**src/rtl/ter_pkg.sv**
```systemverilog
package ter_pkg;
  localparam int WORD_W = 32;
  localparam int FRAC_W = 23;
  localparam int NW     = $clog2(FRAC_W + 1);

  // Clamp a requested tolerance width to the fraction width.
  function automatic logic [NW-1:0] clamp_n(input logic [NW-1:0] n);
    if (int'(n) > FRAC_W) return NW'(FRAC_W);
    return n;
  endfunction

  // Bits whose flags are tolerated in approximate mode: fraction bits below n.
  function automatic logic [WORD_W-1:0] tol_mask(input logic [NW-1:0] n);
    logic [WORD_W-1:0] m;
    m = '0;
    for (int i = 0; i < FRAC_W; i++) m[i] = (i < int'(n));
    return m;
  endfunction
endpackage

```
**src/rtl/ter_cfg_reg.sv**
```systemverilog
module ter_cfg_reg
  import ter_pkg::*;
(
  input  logic          clk,
  input  logic          rst_n,
  input  logic          we,
  input  logic [NW-1:0] wdata,
  output logic [NW-1:0] n_q
);
  always_ff @(posedge clk) begin
    if (!rst_n)  n_q <= '0;
    else if (we) n_q <= clamp_n(wdata);
  end
endmodule

```
**src/rtl/ter_err_split.sv**
```systemverilog
module ter_err_split
  import ter_pkg::*;
(
  input  logic [WORD_W-1:0] flags,
  input  logic              approx,
  input  logic [NW-1:0]     n,
  output logic              hard_err,
  output logic              soft_err
);
  logic [WORD_W-1:0] tol;
  always_comb begin
    tol      = approx ? tol_mask(n) : '0;
    hard_err = |(flags & ~tol);
    soft_err = |(flags & tol);
  end
endmodule

```
**src/rtl/ter_retry_ctl.sv**
```systemverilog
module ter_retry_ctl #(
  parameter int MAX_REPLAY = 3
) (
  input  logic clk,
  input  logic rst_n,
  input  logic pass_valid,
  input  logic hard_err,
  output logic replay_req,
  output logic op_done,
  output logic fault
);
  localparam int RW = $clog2(MAX_REPLAY + 1);
  logic [RW-1:0] tries_q;

  always_ff @(posedge clk) begin
    if (!rst_n) begin
      tries_q    <= '0;
      replay_req <= 1'b0;
      op_done    <= 1'b0;
      fault      <= 1'b0;
    end else begin
      replay_req <= 1'b0;
      op_done    <= 1'b0;
      if (pass_valid) begin
        if (!hard_err) begin
          op_done <= 1'b1;
          tries_q <= '0;
        end else if (tries_q == RW'(MAX_REPLAY)) begin
          fault   <= 1'b1;
          tries_q <= '0;
        end else begin
          replay_req <= 1'b1;
          tries_q    <= tries_q + 1'b1;
        end
      end
    end
  end
endmodule

```
**src/rtl/ter_sat_cnt.sv**
```systemverilog
module ter_sat_cnt #(
  parameter int CNT_W = 8
) (
  input  logic             clk,
  input  logic             rst_n,
  input  logic             inc,
  output logic [CNT_W-1:0] cnt
);
  always_ff @(posedge clk) begin
    if (!rst_n)                cnt <= '0;
    else if (inc && ~&cnt)     cnt <= cnt + 1'b1;
  end
endmodule

```
**src/rtl/ter_ctrl.sv**
```systemverilog
module ter_ctrl
  import ter_pkg::*;
#(
  parameter int MAX_REPLAY = 3,
  parameter int CNT_W      = 8
) (
  input  logic             clk,
  input  logic             rst_n,
  input  logic             cfg_we,
  input  logic [4:0]       cfg_n,
  input  logic             op_valid,
  input  logic             op_approx,
  input  logic [31:0]      err_flags,
  output logic             replay_req,
  output logic             op_done,
  output logic             masked_err,
  output logic             fault,
  output logic [CNT_W-1:0] masked_cnt
);
  logic [NW-1:0] n_eff;
  logic          hard_err, soft_err, soft_hit;

  ter_cfg_reg u_cfg (
    .clk(clk), .rst_n(rst_n), .we(cfg_we), .wdata(cfg_n), .n_q(n_eff)
  );

  ter_err_split u_split (
    .flags(err_flags), .approx(op_approx), .n(n_eff),
    .hard_err(hard_err), .soft_err(soft_err)
  );

  assign soft_hit = op_valid & soft_err;

  ter_retry_ctl #(.MAX_REPLAY(MAX_REPLAY)) u_retry (
    .clk(clk), .rst_n(rst_n), .pass_valid(op_valid), .hard_err(hard_err),
    .replay_req(replay_req), .op_done(op_done), .fault(fault)
  );

  ter_sat_cnt #(.CNT_W(CNT_W)) u_cnt (
    .clk(clk), .rst_n(rst_n), .inc(soft_hit), .cnt(masked_cnt)
  );

  always_ff @(posedge clk) begin
    if (!rst_n) masked_err <= 1'b0;
    else        masked_err <= soft_hit;
  end
endmodule

```
**config.mk**
```make
export PLATFORM = sky130hd
export DESIGN_NAME = ter_ctrl
export DESIGN_NICKNAME = d
export VERILOG_FILES = /design/src/rtl/ter_pkg.sv /design/src/rtl/ter_cfg_reg.sv /design/src/rtl/ter_err_split.sv /design/src/rtl/ter_retry_ctl.sv /design/src/rtl/ter_sat_cnt.sv /design/src/rtl/ter_ctrl.sv
export SDC_FILE = /design/constraint.sdc
export NUM_CORES = 1
export LEC_CHECK = 0
export BUFFER_PORTS_ARGS = -buffer_cell sky130_fd_sc_hd__clkbuf_2
export CORE_ASPECT_RATIO = 1.75
export CORE_MARGIN = 2
export CORE_UTILIZATION = 40
export CTS_BUF_LIST = sky130_fd_sc_hd__clkbuf_2
export DETAILED_ROUTE_END_ITERATION = 8
export GPL_ROUTABILITY_DRIVEN = 0
export GPL_TIMING_DRIVEN = 1
export PLACE_DENSITY = 0.76
export SETUP_SLACK_MARGIN = 0.15
export SYNTH_ARGS = -nofsm -noshare
export SYNTH_HDL_FRONTEND = slang
export SYNTH_SLANG_ARGS = --single-unit
```
**constraint.sdc**
```tcl
create_clock -name clk -period 6.6 [get_ports clk]
set_input_delay 1.98 -clock clk [delete_from_list [all_inputs] [get_ports clk]]
set_output_delay 1.98 -clock clk [all_outputs]
set_load 0.01 [all_outputs]
```
==> metrics.cfg <==
[run_status]
outcome=completed

[drt]
ant_nets=0
drt-wirelength-per-cell_um=13.8
drc_errors=0
finalWirelength_mm=4.09
firstDrtPassIters=4
vias_per_cell=5.88
drt_iter0_markers=65
vias=1740

[global_routing]
grtUsageMet2_pct=35.5
grt-ovfl-total=0
grt_pass1_wl_mm=6.78
antenna_found_initial=0
use_met3_pct=1.55
grt_max_degree=22
grt_use_met1_pct=21.4
top_usage_layer=met2
first_global_vias=1571
grt_usage_pct=19.0

[yosys]
synth_area_per_cell_um2=7.75
yosys_warnings=0
synthSimpleGateAreaFrac_pct=26.5
synth_area_leaders=dfxtp_1, a21oi_1, nand2_1, o21ai_0, nor2_1
synth_mux_area_share_pct=2.53
synth-async-reset-ratio_pct=0
syn_area_um2=1580
synthAdderAreaFrac_pct=2.30
synthTopCellsByCount=a21oi_1, nand2_1, dfxtp_1
yosys.cell_count.top_type=a21oi_1
ys.flop_type=dfxtp_1
synth_edf_count=0
synth_compound_area_share_pct=36.3
yosys.cell_types.count=58
syn_nets=248
synth_top_family_by_area=compound AO/OA/AOI/OAI gates
synth_cells=204
synth_top_area_cell=dfxtp_1
ys_seq_elements=19
synth_xor_area_share_pct=0
yosysSeqAreaShare_pct=24.1
synth.top_cell.area_share_pct=24.1

[clock_network]
clock_latency_ps=310
path_clk_slew_ps=170
cts_tree=done
cts-hold-fix-buffers=0
htreeDepth=1
cts_resized=0
post-cts-setup-buffers=0
clock_sinks=19
clk_path_buf_depth=2
cts_root_buf=clkbuf_2
tritoncts.num_buffers=3

[place]
dpl.cell_count=292
hpwl_mm=3.24
port_buffers=53

[timing]
fin_skew_ps=6.87
min_period_ps=3670
setup_violations=0
fin_setup_tns_ps=0
rsz0062_at_grt=false
slew_violations=0
max_slew_margin_pct=48.7
fmax_mhz=273
fin_crit_sh_pct=55.6
finalHoldViolations=0
tightest_slew_ps=768

[worst_setup_path]
crit_required_ps=6820
cp.arrival_ps=3890
start_kind=primary input
end_kind=flop
r2r_cells=7
path_max_fanout=17
critPathKind=primary input to flop

[power_and_ir_drop]
p_total_mw=0.260
p_leak_nw=0.784
p_switching_mw=0.0899
ir_drop_v=0.000114
p_per_area_nw_per_um2=142
netSwitchingFraction_pct=34.6
sequentialPowerShare_pct=51.0
combPwrFrac_pct=29.6
clkPwrFrac_pct=19.4
power.internal_mw=0.170

[die]
initial_utilization_pct=41.3
die_height_um=87.2
core_um2=3830
die_width_um=51.5
ios=54
rows=30
dieArea_um2=4490

[cells_and_area]
fillCellCount=411
drive_gt1_share_pct=30.2
utilization_pct=47.7
finalNonFillerCells=296
fin_nets=293
area_delta_synth_final_pct=15.5
diodes=0

[worst_hold_path]
hp-class=flop to flop
min_path_cells=1

[job]
maxCapViolCount=0

==> metrics by stage <==
stage | instance area [µm²] | worst slack, ps | hold slack [ps]
2_1_floorplan | 1580 | 3020 | 473
3_3_place_gp | 1810 | 2640 | 465
3_5_place_dp | 1810 | 2590 | 466
4_1_cts | 1830 | 2960 | 503
5_1_grt | 1830 | 2720 | 546
6_report | 1830 | 2930 | 496
==> per-layer routing <==
layer / up-vias / wire [µm]
li1: 862 / -
met1: 810 / 1520
met2: 58 / 2260
met3: 10 / 200
met4: 0 / 102
met5: - / 0
==> power groups by stage <==
stage                     Combinational [mW]  Clock [mW]  Sequential (mW)
after floorplan                       0.0588           0            0.127
after global placement                0.0761           0            0.134
after detailed placement              0.0768           0            0.134
after CTS                             0.0771      0.0514            0.132
after global routing                  0.0861      0.0550            0.134
final                                 0.0769      0.0504            0.132
==> cell families (layout without fill, tap and decap cells) <==
logic type,count (synthesis),after routing
buffers and inverters,21,65
AND/OR/NAND/NOR,75,75
multiplexers,4,4
adder cells (fa/ha/maj),3,3
flip-flops,19,19
AO/OA/AOI/OAI,82,82
==> path summary, 6_finish.rpt <==
check | to | from | slack, ps
worst max register to register | u_cnt.cnt[7]$_SDFFE_PN0P_ | u_cfg.n_q[2]$_SDFFE_PN0P_ | 4100
worst max-delay path | u_cnt.cnt[5]$_SDFFE_PN0P_ | op_approx | 2930
worst min register to register | u_retry.fault$_SDFFE_PN0P_ | u_retry.fault$_SDFFE_PN0P_ | 500
worst min-delay path | u_retry.fault$_SDFFE_PN0P_ | u_retry.fault$_SDFFE_PN0P_ | 500
==> worst max-delay path, stage by stage <==
cell and delay (ps):
clkbuf_2 220, nand2_1 330, o21ai_1 170, a211oi_1 320, o21ai_2 120, nor3_4 450
nor3_1 140, mux2i_1 140
==> registers in the layout, summed over array words and instances, names as in the netlist <==
name and flops:
masked_err 1, u_cfg.n_q 5, u_cnt.cnt 8, u_retry.fault 1, u_retry.op_done 1, u_retry.replay_req 1
u_retry.tries_q 2
==> final cells by class <==
type,instances,area [µm²],share of cell area [%]
clock buffer,4,20.0,1.10
inverter,8,30.0,1.64
multi-input combinational,164,1070,58.6
sequential,19,380,20.8
tap,48,60.1,3.29
timing repair buffer,53,265,14.5
==> layout by cell type, fill, tap and decap left out, types with 2 or more instances in the layout <==
master,synthesis,layout
a32o_1,2,2
a211oi_1,3,3
nand4_2,2,2
or3_1,3,3
mux2i_1,4,4
o21ai_0,13,13
nand2_1,23,23
dfxtp_1,19,19
a21o_1,3,3
a22o_1,2,2
and3_1,3,3
nor3_1,4,4
nand3_1,4,4
inv_1,8,8
a31oi_1,2,2
ha_1,2,2
o211ai_1,3,3
nand2b_1,4,4
nor4_1,2,2
o21ai_1,6,6
nor3b_1,2,2
o21ai_2,2,2
a22oi_1,3,3
o22ai_1,2,2
nor2_1,16,16
clkbuf_2,0,57
o31ai_1,3,3
a21oi_1,24,24
a221oi_2,2,2
Note: power is estimated with default switching activity, not from simulation.
